### config.mk
export PLATFORM = sky130hd
export DESIGN_NAME = supply_prog_decoder
export DESIGN_NICKNAME = d
export VERILOG_FILES = /design/src/rtl/spd_pkg.sv /design/src/rtl/spd_run_meter.sv /design/src/rtl/spd_seq_fsm.sv /design/src/rtl/spd_bit_store.sv /design/src/rtl/supply_prog_decoder.sv
export SDC_FILE = /design/constraint.sdc
export NUM_CORES = 1
export LEC_CHECK = 0
export BUFFER_PORTS_ARGS = -buffer_cell sky130_fd_sc_hd__buf_4
export CAP_MARGIN = 5
export CORE_ASPECT_RATIO = 0.75
export CORE_MARGIN = 5
export CORE_UTILIZATION = 45
export CTS_BUF_LIST = sky130_fd_sc_hd__clkbuf_2 sky130_fd_sc_hd__clkbuf_4 sky130_fd_sc_hd__clkbuf_8
export CTS_CLUSTER_DIAMETER = 200
export DETAILED_ROUTE_END_ITERATION = 10
export PLACE_DENSITY_LB_ADDON = 0.05
export RECOVER_POWER = 25
export SYNTH_ARGS = -nofsm -noshare
export SYNTH_HDL_FRONTEND = slang
export SYNTH_HIERARCHICAL = 1
export SYNTH_SLANG_ARGS = --single-unit
### constraint.sdc
create_clock -name clk_i -period 4.3 [get_ports clk_i]
set_input_delay 0.86 -clock clk_i [delete_from_list [all_inputs] [get_ports clk_i]]
set_output_delay 0.86 -clock clk_i [all_outputs]
set_load 0.1 [all_outputs]
### src/rtl/spd_pkg.sv
package spd_pkg;
  typedef enum logic [1:0] {
    LVL_ZERO = 2'b00,
    LVL_LOW  = 2'b01,
    LVL_MID  = 2'b10,
    LVL_HIGH = 2'b11
  } lvl_e;

  // run that just ended, classified by width
  typedef struct packed {
    logic valid;
    lvl_e lvl;
    logic runt;       // shorter than minimum pulse
    logic long_p;     // blow-width
    logic gap_short;  // low gap below minimum
  } seg_t;

  typedef enum logic [1:0] {
    ST_IDLE,
    ST_KEY1,
    ST_KEY2,
    ST_ADDR
  } seq_e;
endpackage

### src/rtl/spd_run_meter.sv
module spd_run_meter
  import spd_pkg::*;
#(
  parameter int T_SHORT = 4,
  parameter int T_GAP   = 4,
  parameter int T_BLOW  = 20
) (
  input  logic clk_i,
  input  logic rst_ni,
  input  lvl_e lvl_i,
  output seg_t seg_o
);
  localparam int CNT_MAX = (T_BLOW > T_GAP) ? T_BLOW : T_GAP;
  localparam int CNT_W   = $clog2(CNT_MAX + 1);

  lvl_e             prev_q;
  logic [CNT_W-1:0] run_q;

  always_ff @(posedge clk_i or negedge rst_ni) begin
    if (!rst_ni) begin
      prev_q <= LVL_ZERO;
      run_q  <= '0;
    end else if (lvl_i != prev_q) begin
      prev_q <= lvl_i;
      run_q  <= CNT_W'(1);
    end else if (run_q != CNT_W'(CNT_MAX)) begin
      run_q  <= run_q + CNT_W'(1);
    end
  end

  always_comb begin
    seg_o.valid     = (lvl_i != prev_q);
    seg_o.lvl       = prev_q;
    seg_o.runt      = (run_q < CNT_W'(T_SHORT));
    seg_o.long_p    = (run_q >= CNT_W'(T_BLOW));
    seg_o.gap_short = (run_q < CNT_W'(T_GAP));
  end
endmodule

### src/rtl/spd_seq_fsm.sv
module spd_seq_fsm
  import spd_pkg::*;
#(
  parameter int ADDR_W = 6
) (
  input  logic              clk_i,
  input  logic              rst_ni,
  input  seg_t              seg_i,
  input  logic              zero_i,
  input  logic              locked_i,
  output logic              try_o,
  output logic              blow_o,
  output logic [ADDR_W-1:0] addr_o,
  output logic              addr_mode_o
);
  seq_e              st_q, st_d;
  logic [ADDR_W-1:0] cnt_q, cnt_d;

  always_ff @(posedge clk_i or negedge rst_ni) begin
    if (!rst_ni) begin
      st_q  <= ST_IDLE;
      cnt_q <= '0;
    end else begin
      st_q  <= st_d;
      cnt_q <= cnt_d;
    end
  end

  always_comb begin
    st_d   = st_q;
    cnt_d  = cnt_q;
    try_o  = 1'b0;
    blow_o = 1'b0;
    if (seg_i.valid) begin
      if (seg_i.lvl == LVL_LOW) begin
        if (seg_i.gap_short) st_d = ST_IDLE;
      end else begin
        unique case (st_q)
          ST_IDLE: begin
            if (seg_i.lvl == LVL_HIGH && !seg_i.runt && !seg_i.long_p) st_d = ST_KEY1;
          end
          ST_KEY1: begin
            st_d = (seg_i.lvl == LVL_MID && !seg_i.runt) ? ST_KEY2 : ST_IDLE;
          end
          ST_KEY2: begin
            if (seg_i.lvl == LVL_HIGH && !seg_i.runt && !seg_i.long_p) begin
              st_d  = ST_ADDR;
              cnt_d = '0;
            end else begin
              st_d = ST_IDLE;
            end
          end
          ST_ADDR: begin
            if (seg_i.lvl == LVL_MID && !seg_i.runt) begin
              if (cnt_q != '1) cnt_d = cnt_q + ADDR_W'(1);
            end else begin
              st_d = ST_IDLE;
              if (seg_i.lvl == LVL_HIGH && !seg_i.runt) begin
                blow_o = seg_i.long_p;
                try_o  = !seg_i.long_p;
              end
            end
          end
          default: st_d = ST_IDLE;
        endcase
      end
    end
    // a zero sample or a blown lock overrides everything
    if (zero_i || locked_i) begin
      st_d   = ST_IDLE;
      try_o  = 1'b0;
      blow_o = 1'b0;
    end
  end

  assign addr_o      = cnt_q;
  assign addr_mode_o = (st_q == ST_ADDR);
endmodule

### src/rtl/spd_bit_store.sv
module spd_bit_store #(
  parameter int CODE_W = 5,
  parameter int ADDR_W = CODE_W + 1
) (
  input  logic              clk_i,
  input  logic              rst_ni,
  input  logic              try_i,
  input  logic              blow_i,
  input  logic [ADDR_W-1:0] addr_i,
  input  logic              zero_i,
  output logic [CODE_W-1:0] vol_o,
  output logic [CODE_W-1:0] fuse_o,
  output logic              lock_o,
  output logic              strobe_o,
  output logic [ADDR_W-1:0] strobe_addr_o
);
  localparam int LOCK_ADDR = 1 << CODE_W;

  logic [CODE_W-1:0] vol_q, fuse_q;
  logic              lock_q, strobe_q;
  logic [ADDR_W-1:0] saddr_q;
  logic              is_code, is_lock;

  assign is_code = (addr_i != '0) && (addr_i < ADDR_W'(LOCK_ADDR));
  assign is_lock = (addr_i == ADDR_W'(LOCK_ADDR));

  always_ff @(posedge clk_i or negedge rst_ni) begin
    if (!rst_ni) begin
      vol_q    <= '0;
      fuse_q   <= '0;
      lock_q   <= 1'b0;
      strobe_q <= 1'b0;
      saddr_q  <= '0;
    end else begin
      strobe_q <= blow_i && (is_code || is_lock);
      if (blow_i && (is_code || is_lock)) saddr_q <= addr_i;
      if (blow_i && is_code) fuse_q <= fuse_q | addr_i[CODE_W-1:0];
      if (blow_i && is_lock) lock_q <= 1'b1;
      if (zero_i)                vol_q <= '0;
      else if (try_i && is_code) vol_q <= vol_q | addr_i[CODE_W-1:0];
    end
  end

  assign vol_o         = vol_q;
  assign fuse_o        = fuse_q;
  assign lock_o        = lock_q;
  assign strobe_o      = strobe_q;
  assign strobe_addr_o = saddr_q;
endmodule

### src/rtl/supply_prog_decoder.sv
module supply_prog_decoder
  import spd_pkg::*;
#(
  parameter int CODE_W  = 5,
  parameter int T_SHORT = 4,
  parameter int T_GAP   = 4,
  parameter int T_BLOW  = 20
) (
  input  logic              clk_i,
  input  logic              rst_ni,
  input  logic [1:0]        level_i,
  output logic [CODE_W-1:0] code_o,
  output logic [CODE_W-1:0] fuse_o,
  output logic              locked_o,
  output logic              addr_mode_o,
  output logic              blow_o,
  output logic [CODE_W:0]   blow_addr_o
);
  localparam int ADDR_W = CODE_W + 1;

  lvl_e              lvl;
  seg_t              seg;
  logic              zero, try_c, blow_c, lock;
  logic [ADDR_W-1:0] addr;
  logic [CODE_W-1:0] vol, fuse;

  assign lvl  = lvl_e'(level_i);
  assign zero = (lvl == LVL_ZERO);

  spd_run_meter #(.T_SHORT(T_SHORT), .T_GAP(T_GAP), .T_BLOW(T_BLOW)) meter_i (
    .clk_i (clk_i),
    .rst_ni(rst_ni),
    .lvl_i (lvl),
    .seg_o (seg)
  );

  spd_seq_fsm #(.ADDR_W(ADDR_W)) fsm_i (
    .clk_i      (clk_i),
    .rst_ni     (rst_ni),
    .seg_i      (seg),
    .zero_i     (zero),
    .locked_i   (lock),
    .try_o      (try_c),
    .blow_o     (blow_c),
    .addr_o     (addr),
    .addr_mode_o(addr_mode_o)
  );

  spd_bit_store #(.CODE_W(CODE_W), .ADDR_W(ADDR_W)) store_i (
    .clk_i        (clk_i),
    .rst_ni       (rst_ni),
    .try_i        (try_c),
    .blow_i       (blow_c),
    .addr_i       (addr),
    .zero_i       (zero),
    .vol_o        (vol),
    .fuse_o       (fuse),
    .lock_o       (lock),
    .strobe_o     (blow_o),
    .strobe_addr_o(blow_addr_o)
  );

  assign code_o   = vol | fuse;
  assign fuse_o   = fuse;
  assign locked_o = lock;
endmodule

Word level (Yosys, flattened, before mapping) --
Cells that the tools add are included.
Word-level totals: flip-flop bits (word level) 33, logic and storage cells 84, bits of input ports 4, output and inout bits 19
Cells by class: order comparisons 3, equality and inequality tests 16, add/subtract/negate cells 2, reductions and logical operators 21, bitwise operators 4, mux-type cells 29
Operators with widths (number):
- 5-bit 2-to-1 mux | 4
- 6-bit 2-to-1 mux | 3
- 2-bit 2-to-1 mux | 8
- 5-bit OR | 3
- 1-bit 2-to-1 mux | 12
- 6-bit one-hot mux with 2 select lines | 1
- 2-bit equality test (second input constant) | 4
- 1-bit logical AND | 8
- 2-bit one-hot mux with 4 select lines | 1
- 2-bit nonzero test | 4
- 6-bit by 1-bit adder with 6-bit output (second input constant) | 1
- 6-bit equality test (second input constant) | 1
- 6-bit less-than comparator (second input constant) | 1
- 2-bit by 1-bit != test with 1-bit output (second input constant) | 3
- 6-bit != test (second input constant) | 1
- 6-bit AND reduction | 1
- 6-bit nonzero test | 1
- 5-bit by 1-bit adder with 5-bit output (second input constant) | 1
- 5-bit >= comparator (second input constant) | 1
- 5-bit by 3-bit less-than comparator with 1-bit output (second input constant) | 1
- 5-bit != test (second input constant) | 1
- 2-bit by 1-bit equality test with 1-bit output (second input constant) | 2
- 2-bit logical NOT | 2
- 4-bit by 1-bit != test with 1-bit output (second input constant) | 1
- other kinds (7) | 9

Logic depth before layout (Yosys ltp) --
word-level depth 12, mapped depth 8, depth with buffers taken out 7

Modules after synthesis --
The synthesis kept the hierarchy.
By module, submodules not included:
- spd_bit_store | cells an instance 72, seq. area each 450.4 um^2, area each 779.5 um^2, instances 1
- spd_seq_fsm | cells an instance 60, seq. area each 200.2 um^2, area each 548.0 um^2, instances 1
- spd_run_meter | cells an instance 32, seq. area each 175.2 um^2, area each 361.6 um^2, instances 1
- supply_prog_decoder | cells an instance 6, seq. area each 0.0 um^2, area each 35.0 um^2, instances 1

Worst setup path after synthesis --
OpenSTA, ideal clock, no wires.
path type register to output, start reg store_i.fuse_q[1], in the netlist store_i/fuse_o[1], end out code_o[1], data arrival time 1.721 ns, cell stages (with the launch flop) 2, buffers on the path 0, setup slack 1.719 ns, required time 3.440 ns, path through dfrtp_1 -> or2_1
Between the ends: cells in the longest elaborated chain, start to end 1
RTL lines:
- from (decl) | RTL line spd_bit_store.sv:19 | logic [CODE_W-1:0] vol_q, fuse_q;
- from (signal assigned) | RTL line spd_bit_store.sv:37 | if (blow_i && is_code) fuse_q <= fuse_q | addr_i[CODE_W-1:0];
- 5-bit OR | RTL line supply_prog_decoder.sv:63 | assign code_o = vol | fuse;
- to (decl) | RTL line supply_prog_decoder.sv:12 | output logic [CODE_W-1:0] code_o,
Every way passes these cells.

==> out/qor.tcl <==
set qor(replace_congestion) 0.876
set qor(p_leak_nw) 0.955
set qor(synth_area_um2) 1720
set qor(regToRegSetupSlack_ns) 2.17
set qor(clock_tree.htree_level_count) 2
set qor(grt_first_pass_wirelength_um) 6490
set qor(yosysSeqAreaShare_pct) 47.9
set qor(run_status) {complete, but fails checks}
set qor(fmax_mhz) 428
set qor(cts_inserted_buffers) 5
set qor(cp-startpoint) {level_i[1]}
set qor(yosysTopAreaCellShare_pct) 47.9
set qor(postCtsSetupBuffers) 0
set qor(reg2reg_from) {meter_i/prev_q[0]$_DFFE_PN0P_}
set qor(rsz0062_at_grt) {false}
set qor(synth_edf_count) 0
set qor(placeableCoreArea_um2) 3680
set qor(synth_seq_cells) 33
set qor(root_buffer_cell) {sky130_fd_sc_hd__clkbuf_8}
set qor(finish.net_count) 201
set qor(worst_slack_ns) 1.96
set qor(yosys.cell_types.count) 49
set qor(cts_repair_resize_count) 0
set qor(failing_checks) {max-capacitance violations, max-slew violations}
set qor(netlist_top_cells_count) {sky130_fd_sc_hd__dfrtp_1, sky130_fd_sc_hd__nor2_1, sky130_fd_sc_hd__nand2_1, sky130_fd_sc_hd__nand3_1, sky130_fd_sc_hd__inv_1}
set qor(cts_tree) {yes}
set qor(post-place-ws_ns) 1.69
set qor(numPortBuffers) 22
set qor(grt_max_degree) 34
set qor(hold_violations) 0
set qor(place.detailed.hpwl_um) 2770
set qor(power_density_nw_per_um2) 289
set qor(clock_insertion_delay_worst_skew_ns) 0.28
set qor(globalRoute.totalOverflow) 0
set qor(rr_worst_depth) 7
set qor(worst_hold_path_type) {flop to flop}
set qor(clockBufferDepth) 2
set qor(floorplan_die_height_um) 63.6
set qor(cts_sinks) 33
set qor(timing.critical_path.required_ns) 4.50
set qor(critPathKind) {primary input to flop}
set qor(timing.hold.worst.start) {store_i/vol_o[4]$_DFFE_PN0P_}
set qor(netlist_instances) 170
set qor(antenna_violating_nets_left) 0
set qor(chipWidth_um) 81.5
set qor(synth-async-reset-ratio_pct) 100
set qor(netlist_top_cells_area) {sky130_fd_sc_hd__dfrtp_1, sky130_fd_sc_hd__nor2_1, sky130_fd_sc_hd__nand3_1}
set qor(timing.final.crit_period_ns) 2.34
set qor(timing.clock.skew_ns) 0.00772
set qor(num_antenna_cells) 0
set qor(pin_count) 23
set qor(critical_path.max_stage_delay_ns) 0.41
set qor(crit_slowest_cell) {sky130_fd_sc_hd__nor2b_1}
set qor(die_area_um2) 5180
set qor(synth-warning-count) 6
set qor(vias_in_the_first_global_route) 1315
set qor(drive_above_1_share_pct) 21.0
set qor(mappedNetlistNets) 177
set qor(post-route-period-util_pct) 54.4
set qor(nFillCells) 338
set qor(timing.critical_path.to_type) {flop}
set qor(timing.critical_path.arrival_ns) 2.54
set qor(slew_headroom_pct) -14.7
set qor(wirelength_um) 3780
set qor(drv_cap) 1
set qor(peakVddDrop_v) 0.000185
set qor(timing.critical_path.buf_inv) 1
set qor(layout_stage_area_growth_over_the_synthesis_result_pct) 15.9
set qor(row_count) 19
set qor(drc) 0
set qor(setup-tns-final_ns) 0
set qor(worstSetupPathDepth) 8
set qor(num_vias) 1349
set qor(launching_element_type_of_the_critical_path) {primary input}
set qor(worst_path_dominant_cell_family) {simple AND/OR/NAND/NOR gates}
set qor(timing.critical_path.fanout_max) 8
set qor(synth_top_area_cell) {sky130_fd_sc_hd__dfrtp_1}
set qor(drt-initial-drc-count) 97
set qor(synth_most_common_cell) {sky130_fd_sc_hd__dfrtp_1}
set qor(timing.rr.end) {store_i/strobe_addr_o[0]$_DFFE_PN0P_}
set qor(grt_util_all_layers_pct) 16.2
set qor(drt-pass1-iter-count) 4
set qor(initial_utilization_pct) 46.8
set qor(ordered_cell_list_for_the_critical_path) {clkbuf_1 > xnor2_1 > nand2_1 > nand4_1 > nor2_1 > nor2b_1 > nand2_1 > o211ai_1}
set qor(syn-mean-instance-area_um2) 10.1
set qor(via_per_inst) 5.46
set qor(yosys_most_used_dff) {sky130_fd_sc_hd__dfrtp_1}
set qor(worst_path_most_repeated_cell) {sky130_fd_sc_hd__nand2_1}
set qor(postCtsHoldBufs) 0
set qor(timing_max_transition_violations_final) 34
set qor(grt_antenna_before_repair) 0
set qor(clk_transition_reported_paths_ns) 0.07
set qor(finalSetupViolations) 0
set qor(detail_route.wl_per_cell_um) 15.3
set qor(timing.critical_path.to) {store_i/strobe_addr_o[0]$_DFFE_PN0P_}
set qor(worstMarginPinSlew_ns) 1.72
[flip-flops by register name (all words and copies together), names as in the netlist]
signal and count:
store_i/strobe_o 1, store_i/strobe_addr_o 6, store_i/lock_o 1, meter_i/prev_q 2, store_i/fuse_o 5, fsm_i/addr_o 6
fsm_i/st_q 2, store_i/vol_o 5, meter_i/run_q 5
[per-stage QoR]
stage	hold slack (ns)	utilization (%)	cell area (µm²)	power, mW	instances
after floorplan	0.455	-	1720	0.345	170
after CTS	0.501	54.5	2010	0.587	247
final	0.496	54.2	2000	0.578	247
after global routing	0.517	54.2	2000	0.606	247
after detailed placement	0.480	52.2	1920	0.358	239
after global placement	0.470	52.2	1920	0.356	239
[how the worst min path moves through the flow]
stage / endpoint / slack (ns) / cells past startpoint
5_1_grt: store_i/vol_o[4]$_DFFE_PN0P_ / 0.52 / 2
2_1_floorplan: store_i/vol_o[0]$_DFFE_PN0P_ / 0.45 / 2
4_1_cts: store_i/fuse_o[0]$_DFFE_PN0P_ / 0.50 / 1
3_5_place_dp: store_i/fuse_o[4]$_DFFE_PN0P_ / 0.48 / 1
3_3_place_gp: store_i/fuse_o[0]$_DFFE_PN0P_ / 0.47 / 1
6_report: store_i/vol_o[4]$_DFFE_PN0P_ / 0.50 / 2
[area by class of cell]
| class | count | area (µm²) | area share [%] |
|---|---|---|---|
| clock buffers | 5 | 68.8 | 3.44 |
| clock inverters | 3 | 17.5 | 0.877 |
| inverters | 9 | 33.8 | 1.69 |
| multi-input cells | 123 | 833 | 41.7 |
| flip-flops and latches | 33 | 826 | 41.3 |
| well taps | 52 | 65.1 | 3.26 |
| repair buffers | 22 | 154 | 7.70 |
[logic make-up after synthesis]
kind of cell | after synthesis | share of synthesized area (%)
AOI/OAI and AO/OA | 35 | 15.2
xor gates and xnor gates | 6 | 3.05
buffers and inverters | 14 | 3.77
DFF | 33 | 47.9
muxes | 6 | 3.70
and+or+nand+nor | 73 | 24.2
adders and majority gates | 3 | 2.18
[worst min-delay path: stages (launching register included)]
cell	delay (ns)
sky130_fd_sc_hd__dfrtp_1	0.34
sky130_fd_sc_hd__a21oi_1	0.04
sky130_fd_sc_hd__nor2_1	0.07
[power by group]
group	switching, mW	internal [mW]
Sequential	0.00577	0.314
Combinational	0.0191	0.0104
Clock	0.117	0.112
Total	0.142	0.436
[cells in the final DEF (no fill, tap or decap), types with 2 or more instances in the layout]
cell	n
sky130_fd_sc_hd__mux2i_1	3
sky130_fd_sc_hd__mux2_1	2
sky130_fd_sc_hd__nor2_1	15
sky130_fd_sc_hd__nor4_1	3
sky130_fd_sc_hd__o21ai_0	3
sky130_fd_sc_hd__buf_4	19
sky130_fd_sc_hd__nor2b_1	3
sky130_fd_sc_hd__nor3_1	5
sky130_fd_sc_hd__nor3b_2	2
sky130_fd_sc_hd__o211ai_1	7
sky130_fd_sc_hd__nand2b_1	5
sky130_fd_sc_hd__nand2_1	11
sky130_fd_sc_hd__dfrtp_1	33
sky130_fd_sc_hd__nand3_1	11
sky130_fd_sc_hd__ha_1	3
sky130_fd_sc_hd__clkbuf_8	5
sky130_fd_sc_hd__o21a_1	2
sky130_fd_sc_hd__xor2_1	2
sky130_fd_sc_hd__a21oi_1	7
sky130_fd_sc_hd__inv_1	9
sky130_fd_sc_hd__or2b_1	2
sky130_fd_sc_hd__clkinv_2	2
sky130_fd_sc_hd__xnor2_1	4
sky130_fd_sc_hd__and3_1	3
sky130_fd_sc_hd__a21o_1	3
sky130_fd_sc_hd__or2_1	5
sky130_fd_sc_hd__clkbuf_1	3
[metal layers]
layer,GRT usage [%],vias up,part of all wire (%)
met5,0,-,0
met4,3.80,0,0.32
met3,4.27,2,5.3
met2,22.0,51,41
met1,25.0,643,53
li1,-,653,-
(Power assumes the default switching activity.)
